### src/rtl/cdt_pkg.sv
package cdt_pkg;
  localparam logic [1:0] ADDR_CTRL  = 2'd0;
  localparam logic [1:0] ADDR_COUNT = 2'd1;
  localparam logic [1:0] ADDR_STAT  = 2'd2;
  localparam int unsigned FLAG_BIT  = 2;
  localparam int unsigned EN_BIT    = 7;
  localparam int unsigned NUM_SRC   = 4;

  typedef enum logic [1:0] {
    SRC_FAST   = 2'd0,
    SRC_MID    = 2'd1,
    SRC_SLOW   = 2'd2,
    SRC_MINUTE = 2'd3
  } src_sel_e;
endpackage

### src/rtl/cdt_prescaler.sv
module cdt_prescaler #(
  parameter int unsigned DIV_FAST   = 8,
  parameter int unsigned DIV_MID    = 512,
  parameter int unsigned DIV_SLOW   = 32768,
  parameter int unsigned DIV_MINUTE = 60
) (
  input  logic                 clk,
  input  logic                 rst_n,
  input  logic                 tick_i,
  input  logic                 run_i,
  input  logic                 restart_i,
  input  cdt_pkg::src_sel_e    sel_i,
  output logic                 src_tick_o
);
  localparam int unsigned MAX_DIV = DIV_SLOW * DIV_MINUTE;
  localparam int unsigned CW      = $clog2(MAX_DIV + 1);

  logic [CW-1:0] limit [cdt_pkg::NUM_SRC];
  logic [CW-1:0] phase_q;
  logic [CW-1:0] lim_sel;
  logic          at_end;

  for (genvar s = 0; s < int'(cdt_pkg::NUM_SRC); s++) begin : g_lim
    localparam int unsigned DIVS = (s == 0) ? DIV_FAST :
                                   (s == 1) ? DIV_MID  :
                                   (s == 2) ? DIV_SLOW : MAX_DIV;
    assign limit[s] = CW'(DIVS - 1);
  end

  assign lim_sel    = limit[sel_i];
  assign at_end     = (phase_q >= lim_sel);
  assign src_tick_o = run_i && tick_i && !restart_i && at_end;

  always_ff @(posedge clk or negedge rst_n) begin
    if (!rst_n)                 phase_q <= '0;
    else if (restart_i)         phase_q <= '0;
    else if (run_i && tick_i)   phase_q <= at_end ? '0 : phase_q + 1'b1;
  end

  a_r11_restart: assert property (@(posedge clk) disable iff (!rst_n)
    restart_i |=> (phase_q == '0));
  a_r7_no_tick_idle: assert property (@(posedge clk) disable iff (!rst_n)
    (!run_i && !restart_i) |=> (phase_q == $past(phase_q)));
endmodule

### src/rtl/cdt_countdown.sv
module cdt_countdown #(
  parameter int unsigned CNT_W = 8
) (
  input  logic             clk,
  input  logic             rst_n,
  input  logic             load_i,
  input  logic [CNT_W-1:0] load_val_i,
  input  logic             src_tick_i,
  output logic [CNT_W-1:0] count_o,
  output logic             evt_o
);
  logic [CNT_W-1:0] reload_q;
  logic [CNT_W-1:0] count_q;
  logic             evt_q;
  logic             period_end;

  assign period_end = src_tick_i && !load_i && (count_q == CNT_W'(1));

  always_ff @(posedge clk or negedge rst_n) begin
    if (!rst_n) begin
      reload_q <= '0;
      count_q  <= '0;
      evt_q    <= 1'b0;
    end else begin
      evt_q <= period_end;
      if (load_i) begin
        reload_q <= load_val_i;
        count_q  <= load_val_i;
      end else if (period_end) begin
        count_q  <= reload_q;
      end else if (src_tick_i && count_q != '0) begin
        count_q  <= count_q - 1'b1;
      end
    end
  end

  assign count_o = count_q;
  assign evt_o   = evt_q;

  a_r6_zero_halt: assert property (@(posedge clk) disable iff (!rst_n)
    (count_q == '0 && !load_i) |=> (count_q == '0 && !evt_q));
  a_r4_reload: assert property (@(posedge clk) disable iff (!rst_n)
    evt_q |-> (count_q == reload_q));
  a_r5_step: assert property (@(posedge clk) disable iff (!rst_n)
    (!load_i && !src_tick_i) |=> $stable(count_q));
endmodule

### src/rtl/cdt_flag.sv
module cdt_flag (
  input  logic clk,
  input  logic rst_n,
  input  logic set_i,
  input  logic wr_i,
  input  logic wr_bit_i,
  output logic flag_o
);
  logic flag_q;

  always_ff @(posedge clk or negedge rst_n) begin
    if (!rst_n)     flag_q <= 1'b0;
    else if (set_i) flag_q <= 1'b1;
    else if (wr_i)  flag_q <= flag_q & wr_bit_i;
  end

  assign flag_o = flag_q;

  a_r9_set_wins: assert property (@(posedge clk) disable iff (!rst_n)
    set_i |=> flag_q);
  a_r8_no_set_by_write: assert property (@(posedge clk) disable iff (!rst_n)
    (!set_i && !flag_q) |=> !flag_q);
endmodule

### src/rtl/cdt_timer.sv
module cdt_timer #(
  parameter int unsigned DIV_FAST   = 8,
  parameter int unsigned DIV_MID    = 512,
  parameter int unsigned DIV_SLOW   = 32768,
  parameter int unsigned DIV_MINUTE = 60
) (
  input  logic       clk,
  input  logic       rst_n,
  input  logic       tick_i,
  input  logic       wr_en,
  input  logic [1:0] wr_addr,
  input  logic [7:0] wr_data,
  input  logic [1:0] rd_addr,
  output logic [7:0] rd_data,
  output logic       evt_o
);
  import cdt_pkg::*;

  localparam int unsigned CNT_W = 8;

  logic             en_q;
  src_sel_e         sel_q;
  logic             wr_ctrl, wr_cnt, wr_stat;
  logic             src_tick;
  logic [CNT_W-1:0] count;
  logic             evt;
  logic             tf;

  assign wr_ctrl = wr_en && (wr_addr == ADDR_CTRL);
  assign wr_cnt  = wr_en && (wr_addr == ADDR_COUNT);
  assign wr_stat = wr_en && (wr_addr == ADDR_STAT);

  always_ff @(posedge clk or negedge rst_n) begin
    if (!rst_n) begin
      en_q  <= 1'b0;
      sel_q <= SRC_FAST;
    end else if (wr_ctrl) begin
      en_q  <= wr_data[EN_BIT];
      sel_q <= src_sel_e'(wr_data[1:0]);
    end
  end

  cdt_prescaler #(
    .DIV_FAST(DIV_FAST), .DIV_MID(DIV_MID),
    .DIV_SLOW(DIV_SLOW), .DIV_MINUTE(DIV_MINUTE)
  ) u_pre (
    .clk(clk), .rst_n(rst_n), .tick_i(tick_i), .run_i(en_q),
    .restart_i(wr_cnt || wr_ctrl), .sel_i(sel_q), .src_tick_o(src_tick)
  );

  cdt_countdown #(.CNT_W(CNT_W)) u_cnt (
    .clk(clk), .rst_n(rst_n), .load_i(wr_cnt), .load_val_i(wr_data),
    .src_tick_i(src_tick), .count_o(count), .evt_o(evt)
  );

  cdt_flag u_tf (
    .clk(clk), .rst_n(rst_n), .set_i(src_tick && !wr_cnt && count == CNT_W'(1)),
    .wr_i(wr_stat), .wr_bit_i(wr_data[FLAG_BIT]), .flag_o(tf)
  );

  always_comb begin
    rd_data = '0;
    unique case (rd_addr)
      ADDR_CTRL:  rd_data = {en_q, 5'b0, sel_q};
      ADDR_COUNT: rd_data = count;
      ADDR_STAT:  rd_data[FLAG_BIT] = tf;
      default:    rd_data = '0;
    endcase
  end

  assign evt_o = evt;

  a_r10_flag_with_evt: assert property (@(posedge clk) disable iff (!rst_n)
    evt_o |-> tf);
  a_r8_rise_only_on_evt: assert property (@(posedge clk) disable iff (!rst_n)
    $rose(tf) |-> evt_o);
  a_r7_disabled_quiet: assert property (@(posedge clk) disable iff (!rst_n)
    (!en_q && !wr_cnt) |=> (!evt_o && count == $past(count)));
endmodule

### config.mk
export PLATFORM = sky130hd
export DESIGN_NAME = cdt_timer
export DESIGN_NICKNAME = d
export VERILOG_FILES = /design/src/rtl/cdt_pkg.sv /design/src/rtl/cdt_prescaler.sv /design/src/rtl/cdt_countdown.sv /design/src/rtl/cdt_flag.sv /design/src/rtl/cdt_timer.sv
export SDC_FILE = /design/constraint.sdc
export NUM_CORES = 1
export LEC_CHECK = 0
export ABC_CLOCK_PERIOD_IN_PS = 2800
export BUFFER_PORTS_ARGS = -buffer_cell sky130_fd_sc_hd__buf_2
export CORE_MARGIN = 2
export CORE_UTILIZATION = 59
export CTS_CLUSTER_DIAMETER = 30
export CTS_CLUSTER_SIZE = 28
export DETAILED_ROUTE_END_ITERATION = 8
export GPL_TIMING_DRIVEN = 1
export MAX_ROUTING_LAYER = met4
export PLACE_DENSITY = 0.83
export SKIP_CTS_REPAIR_TIMING = 1
export SYNTH_ARGS = -nofsm -noshare
export SYNTH_HDL_FRONTEND = slang
export SYNTH_SLANG_ARGS = --single-unit
### constraint.sdc
create_clock -name clk -period 2.8 [get_ports clk]
set_input_delay 0.14 -clock clk [delete_from_list [all_inputs] [get_ports clk]]
set_output_delay 0.14 -clock clk [all_outputs]
set_load 0.005 [all_outputs]
==> results of run 1 <==
-- cell type report --
class / instances / area share
clock buffers: 7 / 0.02905
inverters: 9 / 0.01137
multi-input cells: 243 / 0.5276
flip-flops and latches: 42 / 0.3537
repair buffers: 28 / 0.05474
well taps: 52 / 0.02189
clock inverters: 1 / 0.001684
-- layer usage --
metal	global-route usage	up-vias	part of all wire	routed length [um]
li1	-	1166	-	-
met1	0.3068	1138	0.43	2588
met2	0.4424	52	0.52	3083
met3	0.04641	12	0.034	206
met4	0.09644	0	0.016	93
met5	-	-	0	0
-- power by group through the flow --
stage	clock, mW	combinational (mW)	sequential, mW
after floorplan	0	0.240	0.731
after global placement	0	0.315	0.748
after detailed placement	0	0.324	0.751
after CTS	0.406	0.326	0.739
after global routing	0.425	0.370	0.750
final	0.397	0.328	0.742
-- critical path: stages, from the launching register on --
cell and delay, ns:
dfrtp_1 0.42, inv_1 0.21, ha_1 0.29, a211oi_1 0.23, nor2_1 0.08, o31ai_1 0.44
and4b_1 0.33, buf_12 0.20, a41oi_1 0.14, a31oi_1 0.15
-- cells in the mapped netlist, drive strengths merged, types with 2 or more instances --
library cell,count,share of area
a22o,9,0.029
mux2,4,0.017
a31oi,9,0.021
nand4,5,0.012
o21ai,13,0.024
nor4,3,0.0069
a311oi,2,0.0065
xnor2,2,0.0065
a41oi,2,0.0065
or3,8,0.019
buf,6,0.014
a21o,8,0.022
or2,3,0.0069
dfrtp,42,0.39
clkbuf,6,0.012
and3,8,0.019
nand2b,6,0.014
nand2,45,0.062
o211ai,3,0.0083
a22oi,2,0.0056
nor3,9,0.019
nand3,18,0.033
a21oi,16,0.030
a221o,3,0.011
nand3b,3,0.0083
mux2i,2,0.0074
and2,8,0.020
nor2,18,0.025
inv,9,0.012
ha,17,0.079
a211oi,2,0.0056
-- worst paths after layout --
kind	to	slack, ns
setup reg to reg	u_pre.phase_q[6]	0.25
max in group asynchronous	u_cnt.count_o[7]	2.22
hold / removal	u_tf.flag_o	-0.009
setup / recovery	u_pre.phase_q[6]	0.25
hold reg to reg	u_cnt.reload_q[4]	0.48
min in group clk	u_cnt.reload_q[5]	0.07
-- registers in the layout (all words and copies together), names as in the netlist --
signal	cells
en_q	1
sel_q	2
u_cnt.count_o	8
u_cnt.evt_o	1
u_cnt.reload_q	8
u_pre.phase_q	21
u_tf.flag_o	1
-- cell families after synthesis --
logic type	Yosys count	synth area share
AO/OA/AOI/OAI	75	0.1875
XOR/XNOR	3	0.009724
adder cells (fa/ha/maj)	17	0.07870
buffers and inverters	21	0.03888
flip-flops	42	0.3889
multiplexers	6	0.02407
AND/OR/NAND/NOR	142	0.2722
-- per-stage QoR --
stage | TNS [ns] | hold WS [ns] | worst slack, ns | cell area [sq um] | utilization
global placement | 0 | 0.3244 | 0.2921 | 2859 | 0.6521
floorplan | 0 | -0.1556 | 0.3687 | 2703 | -
global route | 0 | 0.06797 | 0.02634 | 2972 | 0.6778
finish | 0 | -0.009135 | 0.2465 | 2972 | 0.6778
CTS | -0.004692 | 0.02203 | -0.004692 | 2950 | 0.6729
detailed placement | 0 | 0.3416 | 0.08679 | 2859 | 0.6521
==> results_dict.tcl, run 1 <==
set metrics [dict create \
    clk_latency_ns 0.29 \
    hp-class "in2async" \
    pwr_density_cell_nw_per_um2 493.4 \
    register_area_sq_um 1051 \
    avgSynthCellArea_sq_um 8.832 \
    hold_violations 23 \
    grt_usage 0.2597 \
    place_congestion 0.9505 \
    final_cell_mix "nand2_1 (44), dfrtp_1 (42), buf_2 (24), nor2_1 (18), nand3_1 (18)" \
    via_per_inst 6.199 \
    cts_tree "done" \
    worst_hold_slack_ns -0.009135 \
    cp_max_fo 34 \
    stdcell_count 382 \
    worstSetupStartpointType "register" \
    avgRoutedWirePerCell_um 15.63 \
    fp.dieH_um 71.68 \
    async_reset_ff_frac 1.000 \
    synth_flop_cell "dfrtp_1" \
    root_buffer "clkbuf_8" \
    power_mw 1.466 \
    drcViolationCount 0 \
    worstSetupEndpointType "register" \
    yosysSeqAreaShare 0.3889 \
    finalCritPeriodShare 0.9120 \
    cp.required_ns 3.02 \
    syn_inst 306 \
    worst_pin_slew_ns 0.9542 \
    syn_nets 339 \
    ys_warn_count 0 \
    status "complete, but fails checks" \
    pwr-share-comb 0.224 \
    antenna_found_initial 0 \
    p_int_mw 1.014 \
    pin_count 25 \
    fillers 379 \
    drt-initial-drc-count 86 \
    ys_ff_latch 42 \
    swShare 0.3082 \
    dpl.hpwl_mm 4.290 \
    synth_edf_count 0 \
    yosysUniqueCellTypes 56 \
    arrival_ns 2.77 \
    dieArea_sq_um 5138 \
    synth_area_sq_um 2703 \
    grt_max_degree 43 \
    worstRegToRegCells 9 \
    place_inst 374 \
    drv_cap 0 \
    grt_pass1_wl_mm 10.27 \
    vias 2368 \
    finalCriticalPeriod_ns 2.554 \
    max-slew-margin-rel 0.3639 \
    firstDrtPassIters 4 \
    fin_nets 362 \
    crit_start "sel_q[1]" \
    grt_pass1_vias 2324 \
    sequentialPowerShare 0.506 \
    layout_commonest_cell "nand2_1" \
    drive_gt1_frac 0.1636 \
    crit_type "reg2reg" \
    fp.dieW_um 71.68 \
    cellLeakagePower_nw 1.431 \
    multi_input_area_sq_um 1568 \
    cts_htree_levels 2 \
    finalSetupViolations 0 \
    reg2reg_from "sel_q[1]" \
    finalWirelength_mm 5.972 \
    ant_nets 0 \
    grt_setup_unrepaired "false" \
    ir_drop_uv 326.3 \
    grt_overflow 0 \
    clk_pin_slew_worst_paths_ns 0.07 \
    cts.sinks 42 \
    drv_slew 0 \
    antenna_cells 0 \
    row_count 24 \
    clockBufferDepth 2 \
    violations "negative hold slack" \
    core_sq_um 4384 \
    switchingPower_mw 0.4519 \
    fmax_mhz 391.6 \
    numCtsBuffers 5 \
    clkPwrFrac 0.271 \
    areaGrowthSynthToFinish_pct 9.954 \
    finClkSkew_ns 0.002497 \
    start_util 0.6164 \
    port_buffers 24 \
]
(Power assumes the default switching activity.)
==> inputs of run 2 (changes only) <==
RECOVER_POWER = 25   (was default)
REMOVE_ABC_BUFFERS = 1   (was default)
==> results_dict.tcl, run 2 (same netlist as run 1, synthesis figures left out) <==
set metrics [dict create \
    hp-class "in2reg" \
    grt_max_degree 43 \
    drt-initial-drc-count 176 \
    core_sq_um 4384 \
    cts.sinks 42 \
    cp_max_fo 34 \
    ant_nets 0 \
    start_util 0.6164 \
    pin_count 25 \
    cellLeakagePower_nw 1.426 \
    avgRoutedWirePerCell_um 16.29 \
    violations "max-capacitance violations, max-slew violations" \
    worstSetupEndpointType "register" \
    tns_ns 0 \
    cpPeakStageDelay_ns 0.39 \
    clockBufferDepth 2 \
    fin_nets 362 \
    cpLargestDelayFamily "compound AO/OA/AOI/OAI gates" \
    fillers 374 \
    port_buffers 24 \
    vias 2398 \
    cp_slowest_cell "dfrtp_1" \
    largest_register_ffs 21 \
    via_per_inst 6.277 \
    clk_latency_ns 0.30 \
    crit_type "reg2reg" \
    fmax_mhz 389.8 \
    grt_setup_unrepaired "false" \
    layout_commonest_cell "nand2_1" \
    cts_htree_levels 2 \
    cp_num_cells 9 \
    worstSetupStartpointType "register" \
    arrival_ns 2.79 \
    worstPathBufferInverterCount 1 \
    top_register "u_pre.phase_q" \
    firstDrtPassIters 4 \
    grt_usage 0.2673 \
    cts_tree "done" \
    cp.required_ns 3.03 \
    status "complete, but fails checks" \
    dpl.hpwl_mm 4.561 \
    final_cell_mix "nand2_1 (45), dfrtp_1 (42), buf_2 (23), nor2_1 (18), nand3_1 (18)" \
    reg2reg_to "u_pre.phase_q[10]" \
    reg2reg_slack_ns 0.23 \
    critical_path.cell_chain "nand2_1 > ha_1 > a2111oi_1 > o21ai_0 > a221oi_2 > and4b_1 > buf_12 > a41oi_1 > a31oi_1" \
    hold_violations 0 \
    place_inst 374 \
    grt_pass1_wl_mm 10.56 \
    finalCritPeriodShare 0.9162 \
    grt_overflow 0 \
    drv_cap 1 \
    drcViolationCount 0 \
    ir_drop_uv 303.1 \
    reg2reg_from "sel_q[1]" \
    finClkSkew_ns 0.009382 \
    grt_pass1_vias 2311 \
    row_count 24 \
    areaGrowthSynthToFinish_pct 9.398 \
    antenna_cells 0 \
    max-slew-margin-rel -0.5098 \
    drive_gt1_frac 0.1515 \
    dieArea_sq_um 5138 \
    fp.dieW_um 71.68 \
    stdcell_count 382 \
    root_buffer "clkbuf_8" \
    dpl-instance-area_sq_um 2859 \
    fp.dieH_um 71.68 \
    clk_pin_slew_worst_paths_ns 0.08 \
    finalWirelength_mm 6.221 \
    worstRegToRegCells 9 \
    antenna_found_initial 0 \
    finalCriticalPeriod_ns 2.565 \
    worst_pin_slew_ns 2.265 \
    crit_start "sel_q[1]" \
    cp-endpoint "u_pre.phase_q[10]" \
    finalSetupViolations 0 \
    numCtsBuffers 5 \
    pwr_density_cell_nw_per_um2 499.9 \
    drv_slew 43 \
    final_area_sq_um 2957 \
    place_congestion 0.9460 \
]
run 2: cell count changes in the layout (fill, tap and decap cells not counted):
cell / change
a2111oi_1: +1
o21ai_0: +1
nand2_1: +1
clkbuf_1: +1
nand2_2: -1
buf_2: -1
a2111oi_2: -1
a31oi_1: +1
a31oi_2: -1
o21ai_1: -1
run 2: worst min path at each step:
stage	slack [ns]	startpoint	depth (start not counted)	to
3_5_place_dp	0.33	rst_n	1	u_cnt.reload_q[2]
6_report	0.06	wr_data[4]	3	u_cnt.reload_q[4]
3_3_place_gp	0.33	rst_n	1	u_cnt.reload_q[2]
5_1_grt	0.08	wr_data[3]	3	u_cnt.reload_q[3]
2_1_floorplan	-0.16	rst_n	0	en_q
4_1_cts	0.01	rst_n	1	u_cnt.reload_q[2]
run 2: per-layer routing:
metal	global-route usage	wire length, um	up-vias
li1	-	-	1174
met1	0.3425	2722	1161
met2	0.4444	3146	54
met3	0.04360	288	9
met4	0.06709	63	0
met5	-	0	-
run 2: where the power goes:
| part | switching (mW) | leakage, nW | internal (mW) |
|---|---|---|---|
| sequential | 0.0750 | 0.553 | 0.667 |
| combinational | 0.182 | 0.824 | 0.148 |
| clock | 0.207 | 0.0482 | 0.199 |
run 2: area by class of cell:
| type | instances | area, sq um | area share |
|---|---|---|---|
| Clock buffer | 7 | 86.33 | 0.02920 |
| Clock inverter | 1 | 5.005 | 0.001693 |
| Inverter | 9 | 33.78 | 0.01143 |
| Multi-Input combinational cell | 243 | 1554 | 0.5256 |
| Sequential cell | 42 | 1051 | 0.3555 |
| Tap cell | 52 | 65.06 | 0.02201 |
| Timing Repair Buffer | 28 | 161.4 | 0.05459 |
run 2: stage by stage:
stage / hold slack, ns / total power [mW] / setup WS [ns] / util
after global routing: 0.07760 / 1.559 / 0.04364 / 0.6744
after floorplan: -0.1556 / 0.9613 / 0.06012 / -
after CTS: 0.01183 / 1.483 / 0.1450 / 0.6729
after global placement: 0.3256 / 1.066 / 0.3322 / 0.6521
final: 0.06208 / 1.478 / 0.2346 / 0.6744
after detailed placement: 0.3347 / 1.081 / 0.1472 / 0.6521
run 2: worst min-delay path: stages:
cell     delay [ns]
buf_2          0.08
nand2_1        0.06
nand2_1        0.06
==> inputs of run 3 (changes only) <==
ABC_AREA = 1   (was default)
CORE_MARGIN = 4   (was 2)
CORE_UTILIZATION = 60   (was 59)
CTS_CLUSTER_DIAMETER = 200   (was 30)
PLACE_DENSITY = 0.84   (was 0.83)
==> results_dict.tcl, run 3 <==
set metrics [dict create \
    status "complete, but fails checks" \
    violations "max-capacitance violations, max-slew violations" \
    reg2reg_slack_ns 0.30 \
    start_util 0.6293 \
    worstSetupEndpointType "register" \
    root_buffer "clkbuf_8" \
    synth_compound_area_frac 0.1201 \
    synth_edf_count 0 \
    async_reset_ff_frac 1.000 \
    arrival_ns 2.68 \
    crit_start "sel_q[0]" \
    yosysUniqueCellTypes 36 \
    ir_drop_uv 361.1 \
    cts_htree_levels 2 \
    yosysSeqAreaShare 0.3490 \
    synth_top_area_frac 0.3490 \
    grt_use_met2 0.3820 \
    firstDrtPassIters 5 \
    drive_gt1_frac 0.1308 \
    cp_max_fo 10 \
    yosys-top-cells-count "nand2_1 (125), inv_1 (57), dfrtp_1 (42), nor2_1 (38), nand3_1 (22)" \
    hold_violations 0 \
    dpl.hpwl_mm 5.076 \
    drv_cap 1 \
    final_area_sq_um 3309 \
    synth-simple-area-share 0.3340 \
    antenna_found_initial 0 \
    fmax_mhz 400.5 \
    finalCriticalPeriod_ns 2.497 \
    crit_type "reg2reg" \
    clockBufferDepth 2 \
    reg2reg_from "sel_q[0]" \
    synth_area_sq_um 3012 \
    power_mw 1.718 \
    cp.required_ns 2.99 \
    core_sq_um 4786 \
    avgRoutedWirePerCell_um 13.14 \
    ys_ff_latch 42 \
    drv_slew 43 \
    avgSynthCellArea_sq_um 7.120 \
    place_congestion 0.9464 \
    dpl-instance-area_sq_um 3198 \
    worst_pin_slew_ns 2.254 \
    finClkSkew_ns 0.006950 \
    drcViolationCount 0 \
    yosys.area_share.xor_xnor 0.03199 \
    ys_warn_count 0 \
    met3_usage 0.02948 \
    antenna_cells 0 \
    ant_nets 0 \
    muxShareOfSynthArea 0.003739 \
    fp.dieH_um 78.85 \
    clk_latency_ns 0.30 \
    areaGrowthSynthToFinish_pct 9.888 \
    largest_register_ffs 21 \
    drt-initial-drc-count 171 \
    met1_usage 0.3251 \
    grt_max_degree 43 \
    grt_pass1_vias 2646 \
    tns_ns 0 \
    worstSetupStartpointType "register" \
    pin_count 25 \
    row_count 25 \
    yosys.cell_count.top_type "nand2_1" \
    cellLeakagePower_nw 1.720 \
    numCtsBuffers 5 \
    finalCritPeriodShare 0.8917 \
    grt_pass1_wl_mm 11.71 \
    port_buffers 24 \
    syn_inst 423 \
    hp-class "in2reg" \
    finalSetupViolations 0 \
    synth_flop_cell "dfrtp_1" \
    finalWirelength_mm 6.804 \
    fp.dieW_um 78.85 \
    layout_commonest_cell "nand2_1" \
    busiest_layer "met2" \
    worstRegToRegCells 13 \
    ys_top_cells_by_area "dfrtp_1 (35%), nand2_1 (16%), inv_1 (7.1%), ha_1 (7.1%), nor2_1 (4.7%)" \
    fin_ws_ns 0.3033 \
    cp-endpoint "u_cnt.count_o[1]" \
    clk_pin_slew_worst_paths_ns 0.08 \
    synthAdderAreaFrac 0.07063 \
    synth_top_family_by_area "simple AND/OR/NAND/NOR gates" \
    final_cell_mix "nand2_1 (125), inv_1 (57), dfrtp_1 (42), nor2_1 (38), buf_2 (23)" \
    grt_setup_unrepaired "false" \
    reg2reg_to "u_cnt.count_o[1]" \
    max-slew-margin-rel -0.5027 \
    vias 2852 \
    cts_tree "done" \
    cts.sinks 42 \
    grt_usage 0.2410 \
    fin_nets 484 \
    grt_overflow 0 \
    via_per_inst 5.506 \
    pwr_density_cell_nw_per_um2 519.0 \
    top_register "u_pre.phase_q" \
    hold_depth 3 \
    dieArea_sq_um 6217 \
    post-place-ws_ns 0.3498 \
    synth_top_area_cell "dfrtp_1" \
]
-- run 3: cell count changes after synthesis, sizes merged, moves of 9 or more --
cell	previous run	this run
nand2	45	129
o21ai	13	30
a22o	9	0
nand3	18	29
inv	9	61
nor2	18	41
-- run 3: cell families after synthesis --
logic type / after synthesis
simple gates: 222
fa+ha+maj: 17
buf+inv: 68
flops: 42
xor+xnor: 11
compound gates: 62
mux: 1
-- run 3: where the power goes --
group / switching (mW) / internal, mW
Sequential: 0.0907 / 0.684
Clock: 0.208 / 0.285
Combinational: 0.270 / 0.180
-- run 3: critical path: stages, from the launching register on --
cell and delay (ns):
dfrtp_1 0.45, nand2_1 0.19, ha_1 0.37, nand2_1 0.07
clkinv_1 0.06, nand3_1 0.06, nor3_1 0.26, nand4_1 0.20
nand3_4 0.21, nand3_2 0.14, nand2_2 0.18, o21ai_0 0.11
inv_1 0.06, nand2_1 0.04
-- run 3: worst min-delay path by stage --
stage               start                end  slack, ns
2_1_floorplan       rst_n               en_q      -0.16
3_3_place_gp        rst_n  u_pre.phase_q[10]       0.33
3_5_place_dp        rst_n  u_pre.phase_q[10]       0.34
4_1_cts             rst_n  u_pre.phase_q[10]       0.01
5_1_grt        wr_data[3]  u_cnt.reload_q[3]       0.10
6_report       wr_data[5]  u_cnt.reload_q[5]       0.08
-- run 3: area by class of cell --
type | instances | area [sq um]
fill | 421 | 1476
timing repair buffer | 27 | 141.4
multi-input combinational | 313 | 1688
clock buffer | 6 | 82.58
inverter | 62 | 232.7
sequential | 42 | 1051
tap | 67 | 83.83
clock inverter | 1 | 30.03
-- run 3: metal layers --
layer,up-vias,share of wire
li1,1427,-
met1,1305,0.47
met2,101,0.45
met3,19,0.062
met4,0,0.021
met5,-,0
-- run 3: through the flow --
step	instances	utilization	hold WS, ns
2_1_floorplan	417	-	-0.1556
3_3_place_gp	511	0.6682	0.3275
3_5_place_dp	511	0.6682	0.3377
4_1_cts	518	0.6918	0.01402
5_1_grt	518	0.6915	0.1043
6_report	518	0.6915	0.07966
